===== config.mk =====
export PLATFORM = sky130hd
export DESIGN_NAME = sbs_slave
export DESIGN_NICKNAME = d
export VERILOG_FILES = /design/src/rtl/sbs_pkg.sv /design/src/rtl/sbs_sync.sv /design/src/rtl/sbs_edge.sv /design/src/rtl/sbs_rx_shift.sv /design/src/rtl/sbs_tx_shift.sv /design/src/rtl/sbs_slave.sv
export SDC_FILE = /design/constraint.sdc
export NUM_CORES = 1
export LEC_CHECK = 0
export BUFFER_PORTS_ARGS = -buffer_cell sky130_fd_sc_hd__buf_2
export CELL_PAD_IN_SITES_DETAIL_PLACEMENT = 2
export CELL_PAD_IN_SITES_GLOBAL_PLACEMENT = 2
export CORE_UTILIZATION = 39
export DETAILED_ROUTE_END_ITERATION = 8
export PLACE_DENSITY_LB_ADDON = 0.3
export RECOVER_POWER = 100
export SYNTH_ARGS = -nofsm -noshare
export SYNTH_HDL_FRONTEND = slang
export SYNTH_SLANG_ARGS = --single-unit

===== constraint.sdc =====
create_clock -name clk -period 3.65 [get_ports clk]
set_clock_uncertainty 0.15 [all_clocks]
set_input_delay 0.73 -clock clk [delete_from_list [all_inputs] [get_ports clk]]
set_output_delay 0.73 -clock clk [all_outputs]
set_load 0.03 [all_outputs]

===== src/rtl/sbs_pkg.sv =====
// Shared types of the serial start-byte slave.
package sbs_pkg;
    // Transaction phase inside one chip-select window.
    typedef enum logic [1:0] {
        PH_START  = 2'd0,
        PH_ACTIVE = 2'd1,
        PH_IGNORE = 2'd2
    } phase_e;

    // Access kind latched from the start byte.
    typedef struct packed {
        logic rs;
        logic rw;
    } access_t;
endpackage


===== src/rtl/sbs_sync.sv =====
// Multi-stage synchronizer for a vector of asynchronous inputs.
// Assumes each bit is independent; reset value given per bit.
module sbs_sync #(
    parameter int           W       = 3,
    parameter int           STAGES  = 2,
    parameter logic [W-1:0] RST_VAL = '0
) (
    input  logic         clk,
    input  logic         rst_n,
    input  logic [W-1:0] d,
    output logic [W-1:0] q
);
    logic [W-1:0] chain [STAGES];

    for (genvar g = 0; g < STAGES; g++) begin : g_stage
        if (g == 0) begin : g_first
            // First stage samples the raw inputs.
            always_ff @(posedge clk) begin
                if (!rst_n) chain[0] <= RST_VAL;
                else        chain[0] <= d;
            end
        end else begin : g_next
            // Later stages pass the value along the chain.
            always_ff @(posedge clk) begin
                if (!rst_n) chain[g] <= RST_VAL;
                else        chain[g] <= chain[g-1];
            end
        end
    end

    assign q = chain[STAGES-1];
endmodule


===== src/rtl/sbs_edge.sv =====
// Edge detector on already-synchronized levels.
// Produces one-cycle rise and fall pulses in the system clock domain.
module sbs_edge #(
    parameter int           W       = 1,
    parameter logic [W-1:0] RST_VAL = '0
) (
    input  logic         clk,
    input  logic         rst_n,
    input  logic [W-1:0] lvl,
    output logic [W-1:0] rise,
    output logic [W-1:0] fall
);
    logic [W-1:0] prev;

    // Remember last cycle's level.
    always_ff @(posedge clk) begin
        if (!rst_n) prev <= RST_VAL;
        else        prev <= lvl;
    end

    assign rise = lvl & ~prev;
    assign fall = ~lvl & prev;
endmodule


===== src/rtl/sbs_rx_shift.sv =====
// Receive shifter: collects bits MSB first and flags the last bit of a byte.
// byte_o is valid in the cycle byte_done is high (includes the incoming bit).
module sbs_rx_shift #(
    parameter int BYTE_W = 8
) (
    input  logic              clk,
    input  logic              rst_n,
    input  logic              clr,
    input  logic              shift_en,
    input  logic              din,
    output logic [BYTE_W-1:0] byte_o,
    output logic              byte_done,
    output logic              bit_zero
);
    localparam int CNT_W = $clog2(BYTE_W);
    localparam logic [CNT_W-1:0] LAST = CNT_W'(BYTE_W - 1);

    logic [BYTE_W-1:0] sh;
    logic [CNT_W-1:0]  cnt;

    // Shift in one bit per sample and count bit position.
    always_ff @(posedge clk) begin
        if (!rst_n || clr) begin
            sh  <= '0;
            cnt <= '0;
        end else if (shift_en) begin
            sh  <= {sh[BYTE_W-2:0], din};
            cnt <= (cnt == LAST) ? '0 : cnt + 1'b1;
        end
    end

    assign byte_o    = {sh[BYTE_W-2:0], din};
    assign byte_done = shift_en && (cnt == LAST);
    assign bit_zero  = (cnt == '0);
endmodule


===== src/rtl/sbs_tx_shift.sv =====
// Transmit shifter: loads a byte and presents its MSB, shifting left on demand.
module sbs_tx_shift #(
    parameter int BYTE_W = 8
) (
    input  logic              clk,
    input  logic              rst_n,
    input  logic              clr,
    input  logic              load,
    input  logic [BYTE_W-1:0] load_val,
    input  logic              shift,
    output logic              q
);
    logic [BYTE_W-1:0] sh;

    // Load a new byte or move the next bit to the front.
    always_ff @(posedge clk) begin
        if (!rst_n || clr) sh <= '0;
        else if (load)     sh <= load_val;
        else if (shift)    sh <= {sh[BYTE_W-2:0], 1'b0};
    end

    assign q = sh[BYTE_W-1];
endmodule


===== src/rtl/sbs_slave.sv =====
// Serial start-byte slave: decodes the start byte, assembles write words,
// and serves read words with filler bytes ahead of RAM data.
// Assumes each serial clock level lasts at least four system clock cycles,
// and that the register side presents rd_data_i the cycle after rd_req_o.
module sbs_slave
    import sbs_pkg::*;
#(
    parameter int                  BYTE_W      = 8,
    parameter int                  ID_FIXED_W  = 5,
    parameter logic [ID_FIXED_W-1:0] ID_FIXED  = 5'b01110,
    parameter int                  DUMMY_BYTES = 5,
    parameter int                  SYNC_STAGES = 2
) (
    input  logic                  clk,
    input  logic                  rst_n,
    input  logic                  cs_n_i,
    input  logic                  sclk_i,
    input  logic                  sdi_i,
    input  logic                  id_strap_i,
    output logic                  sdo_o,
    output logic                  sdo_oe_o,
    output logic                  wr_stb_o,
    output logic                  wr_rs_o,
    output logic [2*BYTE_W-1:0]   wr_data_o,
    output logic                  rd_req_o,
    output logic                  rd_rs_o,
    input  logic [2*BYTE_W-1:0]   rd_data_i
);
    localparam int WORD_W = 2 * BYTE_W;
    localparam int DCNT_W = $clog2(DUMMY_BYTES + 1);
    localparam int ID_BIT = 2;

    // Synchronized serial lines: {cs_n, sclk, sdi}
    logic [2:0] sync_q;
    logic       cs_s, sclk_s, sdi_s, sel;
    logic       sclk_rise, sclk_fall;

    sbs_sync #(.W(3), .STAGES(SYNC_STAGES), .RST_VAL(3'b100)) u_sync (
        .clk(clk), .rst_n(rst_n),
        .d({cs_n_i, sclk_i, sdi_i}), .q(sync_q)
    );
    assign cs_s   = sync_q[2];
    assign sclk_s = sync_q[1];
    assign sdi_s  = sync_q[0];
    assign sel    = ~cs_s;

    sbs_edge #(.W(1), .RST_VAL(1'b0)) u_sclk_edge (
        .clk(clk), .rst_n(rst_n), .lvl(sclk_s),
        .rise(sclk_rise), .fall(sclk_fall)
    );

    // Phase and access decode
    phase_e  phase;
    access_t acc;
    logic [BYTE_W-1:0] rx_byte;
    logic rx_done, bit_zero, rx_en, id_ok;

    assign rx_en = sel && sclk_rise && (phase != PH_IGNORE);

    sbs_rx_shift #(.BYTE_W(BYTE_W)) u_rx (
        .clk(clk), .rst_n(rst_n), .clr(~sel), .shift_en(rx_en), .din(sdi_s),
        .byte_o(rx_byte), .byte_done(rx_done), .bit_zero(bit_zero)
    );

    assign id_ok = (rx_byte[BYTE_W-1 -: ID_FIXED_W] == ID_FIXED)
                && (rx_byte[ID_BIT] == id_strap_i);

    // Track the phase of the transaction and latch the access kind.
    always_ff @(posedge clk) begin
        if (!rst_n || !sel) begin
            phase <= PH_START;
            acc   <= '0;
        end else if (rx_done && phase == PH_START) begin
            phase <= id_ok ? PH_ACTIVE : PH_IGNORE;
            if (id_ok) acc <= '{rs: rx_byte[1], rw: rx_byte[0]};
        end
    end

    // Write path
    logic [BYTE_W-1:0] hi_byte;
    logic              have_hi;
    logic              wr_go;

    assign wr_go = sel && rx_done && (phase == PH_ACTIVE) && !acc.rw;

    // Pair bytes into words and pulse the strobe on the second byte.
    always_ff @(posedge clk) begin
        if (!rst_n) begin
            hi_byte   <= '0;
            have_hi   <= 1'b0;
            wr_stb_o  <= 1'b0;
            wr_rs_o   <= 1'b0;
            wr_data_o <= '0;
        end else begin
            wr_stb_o <= 1'b0;
            if (!sel) begin
                have_hi <= 1'b0;
            end else if (wr_go) begin
                if (!have_hi) begin
                    hi_byte <= rx_byte;
                    have_hi <= 1'b1;
                end else begin
                    have_hi   <= 1'b0;
                    wr_stb_o  <= 1'b1;
                    wr_rs_o   <= acc.rs;
                    wr_data_o <= {hi_byte, rx_byte};
                end
            end
        end
    end

    // Read path
    logic [DCNT_W-1:0] dummy_left;
    logic              lo_next;
    logic [WORD_W-1:0] rd_word;
    logic              start_rd, rd_bound, tx_evt, tx_load, tx_shift, tx_q;
    logic [BYTE_W-1:0] tx_val;

    assign start_rd = sel && rx_done && (phase == PH_START) && id_ok && rx_byte[0];
    assign rd_bound = sel && rx_done && (phase == PH_ACTIVE) && acc.rw;
    assign tx_evt   = sel && sclk_fall && (phase == PH_ACTIVE) && acc.rw;
    assign tx_load  = tx_evt && bit_zero;
    assign tx_shift = tx_evt && !bit_zero;

    // Sequence filler bytes, word halves and read requests.
    always_ff @(posedge clk) begin
        if (!rst_n) begin
            dummy_left <= '0;
            lo_next    <= 1'b0;
            rd_req_o   <= 1'b0;
            rd_rs_o    <= 1'b0;
        end else begin
            rd_req_o <= 1'b0;
            if (!sel) begin
                dummy_left <= '0;
                lo_next    <= 1'b0;
            end else if (start_rd) begin
                dummy_left <= rx_byte[1] ? DCNT_W'(DUMMY_BYTES) : '0;
                lo_next    <= 1'b0;
                rd_req_o   <= !rx_byte[1];
                rd_rs_o    <= rx_byte[1];
            end else begin
                if (rd_bound)
                    rd_req_o <= (dummy_left == '0) && !lo_next;
                if (tx_load) begin
                    if (dummy_left != '0) dummy_left <= dummy_left - 1'b1;
                    else                  lo_next    <= ~lo_next;
                end
            end
        end
    end

    // Capture the word the register side returns for a request.
    always_ff @(posedge clk) begin
        if (!rst_n)        rd_word <= '0;
        else if (rd_req_o) rd_word <= rd_data_i;
    end

    // Choose the next byte to send.
    always_comb begin
        if (dummy_left != '0) tx_val = '0;
        else if (lo_next)     tx_val = rd_word[BYTE_W-1:0];
        else                  tx_val = rd_word[WORD_W-1:BYTE_W];
    end

    sbs_tx_shift #(.BYTE_W(BYTE_W)) u_tx (
        .clk(clk), .rst_n(rst_n), .clr(~sel), .load(tx_load),
        .load_val(tx_val), .shift(tx_shift), .q(tx_q)
    );

    assign sdo_oe_o = sel && (phase == PH_ACTIVE) && acc.rw;
    assign sdo_o    = sdo_oe_o & tx_q;
endmodule


---- After elaboration in Yosys (flattened, before gate mapping) ----
Memories as Yosys holds them, arrays and structs flattened.
Index checks and enable logic that the tools add are counted.
W data, S select, Z words.
storage, ports and cells
  bits in latches ......................... 0
  output and inout bits ................... 22
  register bits ........................... 72
  input bits .............................. 22
  bits in writable memories ............... 6
  word-level logic and storage cells ...... 98
  memory bits (read-only) ................. 0
  memories ................................ 1
operators by class
  mux-type cells .......................... 18
  div/mod/pow operators ................... 0
  multipliers ............................. 0
  reduce and logical (&&, ||, !) cells .... 42
  eq/ne operators ......................... 5
  order comparisons ....................... 0
  add/subtract/negate cells ............... 2
  shift operators ......................... 0
  bitwise operators ....................... 13
memory list
  memory        words  bits a word  rd ports  clocked after memory_dff  wr ports  RTL line        source
  u_sync.chain  2      3            2         0                         2         sbs_sync.sv:13  logic [W-1:0] chain [STAGES];
operator list
  operator               count
  $mux W8                4
  $mux W3                7
  $logic_and A1 B1 Y1    20
  $not A1 Y1             8
  $reduce_and A2 Y1      4
  $logic_not A3 Y1       2
  $mux W1                6
  $reduce_and A3 Y1      2
  $reduce_bool A2 Y1     3
  $reduce_or A3 Y1       2
  $eq A5 B4 Y1 const B   1
  $logic_not A1 Y1       5
  $add A3 B1 Y3 const B  1
  $and A1 B1 Y1          3
  $eq A3 B3 Y1 const B   1
  $reduce_bool A3 Y1     1
  $sub A3 B1 Y3 const B  1
  $eq A2 B1 Y1 const B   1
  $logic_not A2 Y1       1
  $mux W2                1
  $ne A2 B2 Y1 const B   1
  $or A1 B1 Y1           2
  $reduce_or A2 Y1       1
  $eq A1 B1 Y1           1
  $logic_or A1 B1 Y1     1

---- Logic depth before layout (Yosys ltp) ----
Gate-level depths: netlist of run 1.
  depth in word-level cells ............... 11
  depth in mapped cells ................... 8

---- By module ----
Synthesis of run 1 repeated with hierarchy kept, for this count alone.
second synthesis, totals
  cells, all modules ...................... 320
  area, all modules ....................... 3329.4 um^2
by module, submodules not included
  module        instances  area an instance (um^2)  cells each  seq. area each (um^2)
  sbs_slave     1          2322.2                   225         1061.0
  sbs_rx_shift  1          431.7                    43          200.2
  sbs_tx_shift  1          379.1                    36          160.2
  sbs_sync      1          157.7                    12          120.1
  sbs_edge      1          38.8                     4           20.0

---- Worst setup path after synthesis of run 1 ----
Ideal clock, no wire load.
  path kind ............................... register -> output
  start point ............................. register phase[1]
  end point ............................... output sdo_o
  slack ................................... 1.552 ns
  cell stages (with the launch flop) ...... 4
  arrival ................................. 1.218 ns
  buffers on the path ..................... 0
  data required time ...................... 2.770 ns
  cells stage by stage .................... dfxtp_1 > nand4bb_2 > inv_1 > and2_1
between the ends
  cells in the longest elaborated chain, start to end .. 4
RTL lines
  item                              RTL line          source
  from (decl)                       sbs_slave.sv:53   phase_e phase;
  from (signal assigned)            sbs_slave.sv:74   phase <= id_ok ? PH_ACTIVE : PH_IGNORE;
  $eq A2 B1 Y1                      sbs_slave.sv:171  assign sdo_oe_o = sel && (phase == PH_ACTIVE) && acc.rw;
  $logic_and A1 B1 Y1 (2 in a row)  sbs_slave.sv:171
  named net sdo_oe_o                sbs_slave.sv:21   output logic sdo_oe_o,
  $and A1 B1 Y1                     sbs_slave.sv:172  assign sdo_o = sdo_oe_o & tx_q;
  to (decl)                         sbs_slave.sv:20   output logic sdo_o,
The timed path passes the listed nets, and every way through them passes these cells.

---- Worst setup path in the final report of run 1 ----
  start point ............................. register rd_req_o
  end point ............................... output rd_req_o
RTL lines
  item                    RTL line          source
  from (decl)             sbs_slave.sv:25   output logic rd_req_o,
  from (signal assigned)  sbs_slave.sv:140  rd_req_o <= !rx_byte[1];
  from (signal assigned)  sbs_slave.sv:144  rd_req_o <= (dummy_left == '0) && !lo_next;
No word-level cell between the ends.

==> results_dict.tcl, run 1 <==
set metrics [dict create \
    worst-path-buf-inv 2 \
    drt_wl_total_mm 8.73 \
    worst_hold_path_type "reg2reg" \
    detail_route.iter0.violations 67 \
    fp.dieArea_um2 8650 \
    synth_flop_cell "sky130_fd_sc_hd__dfxtp_1" \
    clkTransAtPathRegs_ps 80 \
    critical_path_arrival_ps 1970 \
    tritoncts "done" \
    synth_seq_cells 78 \
    max-vdd-ir-drop_mv 0.218 \
    holdBufCountCts 0 \
    ys_seq_area_share_pct 48.4 \
    period_minus_slack_ps 2850 \
    gr-total-overflow 0 \
    critical_path_class "reg2out" \
    nets 378 \
    post_route_cells_drive_above_1_share_pct 12.7 \
    wl_per_cell_um 19.1 \
    synth_edf_count 0 \
    synth-async-reset-ratio_pct 0 \
    area.growth.synth_to_final_pct 14.7 \
    worst-slew-pin-transition_ps 1630 \
    antenna_violations_before_repair 0 \
    cts_sinks 78 \
    insertion_delay_ps 340 \
    power.density_nw_per_um2 450 \
    max-slew-margin-rel_pct -8.70 \
    grt_setup_unrepaired "false" \
    cpPeakStageDelay_ps 900 \
    crit_family "buffers and inverters" \
    synthesis.yosys.warnings 0 \
    ctsResizeCount 0 \
    violations "capacitance limit, slew limit" \
    path_max_fanout 17 \
    fin_tns_setup_ps 0 \
    cts_setup_buffers 0 \
    num_vias 2373 \
    core_region_area_um2 7850 \
    final-setup-viol-count 0 \
    cp_cell_sequence "clkbuf_1 > buf_2" \
    final_period_util_pct 78.0 \
    critical_path_slowest_stage_cell "sky130_fd_sc_hd__clkbuf_1" \
    number_of_cells_produced_by_synthesis 310 \
    cts_inserted_buffers 9 \
    grt_pass1_vias 2628 \
    worstSetupEndpointType "primary output" \
    hpwl_mm 5.63 \
    grt_max_degree 49 \
    clockBufferDepth 2 \
    number_of_maximum_capacitance_violations 1 \
    status "complete, but fails checks" \
    start_util_pct 41.1 \
    insertedDiodeCount 0 \
    grt_use_total_pct 21.9 \
    syn-cell-area_um2 3230 \
    die_width_um 93.0 \
    f_max_ghz 0.351 \
    rows 32 \
    cts-htree-levels 3 \
    post-route-drc-count 0 \
    postSynthNetCount 337 \
    p_leak_nw 1.26 \
    detail-route-antenna-nets 0 \
    gp_congestion 0.699 \
    clk_root_buffer_cell "sky130_fd_sc_hd__clkbuf_8" \
    io_pins 44 \
    timing.final.max_slew_violations 49 \
    cp_data_required_time_ps 2770 \
    first_pass_iters 4 \
    floorplan.die.height_um 93.0 \
    final_hold_violations 0 \
    post_synth.cell_area_avg_um2 10.4 \
    synth.lib_cells_used.distinct 41 \
    crit_path_launch_type "register" \
    final_core_utilization_pct 47.2 \
    number_of_input_and_output_port_buffers_inserted 43 \
    post_drt_via_cell_ratio 5.19 \
    grt_first_pass_wirelength_mm 14.2 \
]
-- cells in the final DEF (no fill, tap or decap), drive strengths merged, types with 2 or more instances in the layout --
cell     count
inv          7
mux2i       59
clkinv       2
a211oi       7
and2         6
buf         24
a21oi       15
nor2b       43
nand2        5
clkbuf      33
nor3         3
nor2        28
nand4b       2
nor4         2
ha           5
xor2         2
dfxtp       78
nand3b       2
nand3        2
nand2b       6
nand4bb      3
or3          3
bufinv       3
o21ai        3
-- path summary, 6_finish.rpt --
kind	start	to	slack [ps]	cells past startpoint
max	rd_req_o	rd_req_o	800	2
min	u_sync.chain[0][1]	u_sync.chain[1][1]	290	1
max reg2reg	u_rx.cnt[0]	dummy_left[2]	1200	6
min reg2reg	u_sync.chain[0][1]	u_sync.chain[1][1]	290	1
-- synthesized netlist by cell type (2+ instances only) --
library cell | instances | area, um^2
sky130_fd_sc_hd__a211oi_1 | 7 | 52.6
sky130_fd_sc_hd__and2_1 | 5 | 31.3
sky130_fd_sc_hd__o21ai_0 | 3 | 15.0
sky130_fd_sc_hd__inv_1 | 6 | 22.5
sky130_fd_sc_hd__clkbuf_1 | 11 | 41.3
sky130_fd_sc_hd__or3_1 | 2 | 12.5
sky130_fd_sc_hd__nand2_1 | 5 | 18.8
sky130_fd_sc_hd__xor2_1 | 2 | 17.5
sky130_fd_sc_hd__nand4b_1 | 2 | 17.5
sky130_fd_sc_hd__nor3_1 | 3 | 15.0
sky130_fd_sc_hd__ha_1 | 5 | 62.6
sky130_fd_sc_hd__a21oi_1 | 15 | 75.1
sky130_fd_sc_hd__nand2b_1 | 6 | 37.5
sky130_fd_sc_hd__nor2_1 | 28 | 105
sky130_fd_sc_hd__buf_2 | 4 | 20.0
sky130_fd_sc_hd__dfxtp_1 | 78 | 1560
sky130_fd_sc_hd__nand3b_1 | 2 | 15.0
sky130_fd_sc_hd__buf_4 | 2 | 15.0
sky130_fd_sc_hd__mux2i_1 | 59 | 591
sky130_fd_sc_hd__nand3_1 | 2 | 10.0
sky130_fd_sc_hd__nor2b_1 | 43 | 269
-- cells by family after synthesis --
kind of cell | count (synthesis) | synth area share, %
adder cells (fa/ha/maj) | 5 | 1.94
AO/OA/AOI/OAI | 31 | 6.09
multiplexers | 59 | 18.3
buffers and inverters | 24 | 3.41
AND/OR/NAND/NOR | 110 | 21.1
flip-flops | 78 | 48.4
XOR/XNOR | 3 | 0.814
-- flip-flops by register name (all words and copies together) (netlist names), 2 cells and up --
name / flops
dummy_left: 3
u_sync.chain: 6
hi_byte: 8
rd_word: 16
phase: 2
wr_data_o: 16
acc: 2
u_rx.sh: 7
u_tx.sh: 8
u_rx.cnt: 3
-- area by class of cell --
class | count | area (um^2)
fill | 869 | 4150
sequential | 78 | 1560
multi-input combinational | 208 | 1540
timing repair buffer | 48 | 218
tap | 102 | 128
clock buffer | 9 | 124
clock inverter | 6 | 109
inverter | 6 | 22.5
-- layer usage --
| layer | share of wire (%) | global-route usage (%) | vias up | wire length [um] |
|---|---|---|---|---|
| li1 | - | - | 1142 | - |
| met1 | 47 | 28.3 | 1193 | 4080 |
| met2 | 50 | 37.2 | 33 | 4390 |
| met3 | 2.1 | 2.76 | 5 | 179 |
| met4 | 0.94 | 8.46 | 0 | 82 |
| met5 | 0 | 0 | - | 0 |
-- metrics by stage --
step           instance area, um^2  power (mW)  cells  hold slack (ps)  setup slack [ps]
6_report                      3700        1.66    457              292               801
5_1_grt                       3700        1.72    457              311               707
4_1_cts                       3770        1.69    457              292              1210
3_5_place_dp                  3540       0.917    442              273              1440
3_3_place_gp                  3540       0.916    442              241              1510
2_1_floorplan                 3230       0.897    310              236              1550
-- power breakdown --
| group | internal, mW | total (mW) | switching [mW] |
|---|---|---|---|
| clock | 0.451 | 0.768 | 0.317 |
| combinational | 0.0204 | 0.0402 | 0.0198 |
| sequential | 0.853 | 0.856 | 0.00282 |
| total | 1.32 | 1.66 | 0.340 |
Power figures use the tool's default switching activity.
==> inputs of run 2 (changes only) <==
Settings changed: ABC_AREA set to 1, CORE_UTILIZATION 39 to 32.
Clock period 3.65 ns to 2.7 ns, I/O delays scaled along.
==> run 2 against run 1 <==
- critical endpoint is now sdo_o
- sequential power up 36%
- core utilization down 8.6 points
- the run now ends clean
- synthesized cell count up 31%
- non-clock buffer count down 1
- worst hold slack worse by 70 ps
==> results_dict.tcl, run 2 <==
set metrics [dict create \
    insertedDiodeCount 0 \
    grt_use_total_pct 18.8 \
    grt_pass1_vias 3112 \
    timing.final.max_slew_violations 0 \
    power_consumption_mw 2.13 \
    post_synth.cell_area_avg_um2 7.64 \
    cp_data_required_time_ps 2010 \
    drt_wl_total_mm 8.59 \
    clockBufferDepth 2 \
    worst_hold_path_type "in2reg" \
    f_max_ghz 0.409 \
    start_util_pct 33.3 \
    detail_route.iter0.violations 55 \
    wl_per_cell_um 14.7 \
    final_period_util_pct 90.7 \
    leading_cell_type_in_the_layout_fill_and_taps_excluded "sky130_fd_sc_hd__nor2_1" \
    synth_flop_cell "sky130_fd_sc_hd__dfxtp_1" \
    tritoncts "done" \
    power.density_nw_per_um2 593 \
    synth_seq_cells 78 \
    max-slew-margin-rel_pct 62.1 \
    die_width_um 101 \
    synthTopCellsByCount "sky130_fd_sc_hd__nor2_1 (107), sky130_fd_sc_hd__dfxtp_1 (78), sky130_fd_sc_hd__nand2_1 (57)" \
    insertion_delay_ps 350 \
    gr-total-overflow 0 \
    worstSetupEndpointType "primary output" \
    synth_edf_count 0 \
    timing.final.ws_setup_ps 252 \
    cts_sinks 78 \
    nets 479 \
    post_drt_via_cell_ratio 4.82 \
    wl_met1_mm 3.88 \
    grt_setup_unrepaired "false" \
    syn-cell-area_um2 3110 \
    cts-htree-levels 3 \
    synthesis.yosys.warnings 0 \
    clkTransAtPathRegs_ps 90 \
    detail-route-antenna-nets 0 \
    routed-wl-met3_um 186 \
    synth.lib_cells_used.distinct 31 \
    fp.dieArea_um2 10100 \
    grt_first_pass_wirelength_mm 14.8 \
    top_signal_layer_used "met4" \
    cts_inserted_buffers 9 \
    number_of_maximum_capacitance_violations 0 \
    detailroute.wirelength.met2_mm 4.36 \
    post-place-ws_ps 641 \
    gp_congestion 0.739 \
    floorplan.die.height_um 101 \
    number_of_cells_produced_by_synthesis 407 \
    synth.area.top_cells "sky130_fd_sc_hd__dfxtp_1 (50%), sky130_fd_sc_hd__nor2_1 (13%), sky130_fd_sc_hd__nand2_1 (6.9%)" \
    core_region_area_um2 9330 \
    mostFrequentLayoutCells "sky130_fd_sc_hd__nor2_1 (108), sky130_fd_sc_hd__dfxtp_1 (78), sky130_fd_sc_hd__nand2_1 (58)" \
    path_max_fanout 4 \
    area.growth.synth_to_final_pct 15.7 \
    ctsResizeCount 0 \
    largest_registers "rd_word (16), wr_data_o (16)" \
    antenna_violations_before_repair 0 \
    io_pins 44 \
    first_pass_iters 4 \
    synth-async-reset-ratio_pct 0 \
    max-vdd-ir-drop_mv 0.200 \
    critical_path_class "reg2out" \
    synth_top_cell_area_share_pct 50.2 \
    post-route-drc-count 0 \
    synth.most_common_cell "sky130_fd_sc_hd__nor2_1" \
    grt_max_degree 48 \
    clk_root_buffer_cell "sky130_fd_sc_hd__clkbuf_8" \
    postSynthNetCount 434 \
    ys_seq_area_share_pct 50.2 \
    status "complete, no violations" \
    holdBufCountCts 0 \
    post_route_cells_drive_above_1_share_pct 12.0 \
    period_minus_slack_ps 2450 \
    num_vias 2824 \
    fin_tns_setup_ps 0 \
    worst-slew-pin-transition_ps 568 \
    final_hold_violations 0 \
    rows 35 \
    final-setup-viol-count 0 \
    p_leak_nw 1.50 \
    critical_path_arrival_ps 1760 \
    crit_path_launch_type "register" \
    post-synth-top-area-cell "sky130_fd_sc_hd__dfxtp_1" \
    hpwl_mm 6.12 \
    cts_setup_buffers 0 \
    number_of_input_and_output_port_buffers_inserted 43 \
]
==> run 2: cell count changes after synthesis, sizes merged, moves of 4 or more <==
cell / before / now
a211oi: 7 / 3
nand3: 2 / 7
nor2: 28 / 109
a21oi: 15 / 26
nor2b: 43 / 0
nand4: 0 / 4
nand2: 5 / 60
mux2i: 59 / 0
inv: 6 / 33
nand2b: 6 / 0
o21ai: 3 / 57
and2: 6 / 1
==> run 2: critical path, cell delays in order (launching register included) <==
cell and delay [ps]:
sky130_fd_sc_hd__dfxtp_1 320, sky130_fd_sc_hd__inv_1 110, sky130_fd_sc_hd__nand2_1 120, sky130_fd_sc_hd__nor3_2 450, sky130_fd_sc_hd__and2_0 210, sky130_fd_sc_hd__buf_2 200
==> run 2: layout make-up <==
class	instances	area, um^2
clock buffer	10	138
clock inverter	6	67.6
fill	1135	5730
inverter	35	139
multi-input combinational	281	1320
sequential	78	1560
tap	129	161
timing repair buffer	47	211
==> run 2: path summary, 6_finish.rpt <==
kind / endpoint / slack [ps] / depth (start not counted) / from
setup reg to reg: hi_byte[6] / 390 / 8 / u_rx.cnt[0]
setup / recovery: sdo_o / 250 / 5 / phase[1]
hold reg to reg: u_sync.chain[1][1] / 270 / 2 / u_sync.chain[0][1]
hold / removal: u_sync.chain[0][2] / 220 / 2 / cs_n_i
==> run 2: cells by family (layout without fill, tap and decap cells) <==
kind of cell             after synthesis  count (layout)  synth area share [%]
XOR/XNOR                               2               2                 0.563
AND/OR/NAND/NOR                      186             186                  26.1
AO/OA/AOI/OAI                         88              88                  14.6
buffers and inverters                 48              98                  6.44
adder cells (fa/ha/maj)                5               5                  2.01
flip-flops                            78              78                  50.2
==> run 2: layer usage <==
layer / GRT usage (%) / up-vias
met1: 22.0 / 1377
met2: 34.3 / 40
met3: 2.57 / 13
met4: 7.69 / 0
met5: 0 / -
li1: - / 1394
==> run 2: through the flow <==
step	instances	utilization (%)	hold WS (ps)	area, um^2
after floorplan	407	-	240	3110
final	586	38.6	222	3600
after detailed placement	570	37.0	258	3450
after global routing	586	38.6	215	3600
after CTS	586	39.2	212	3660
after global placement	570	37.0	243	3450
==> run 2: power breakdown <==
part           internal (mW)  leakage, nW  switching [mW]
clock network          0.458       0.0993           0.464
registers               1.15        0.629         0.00470
logic                 0.0213        0.767          0.0322
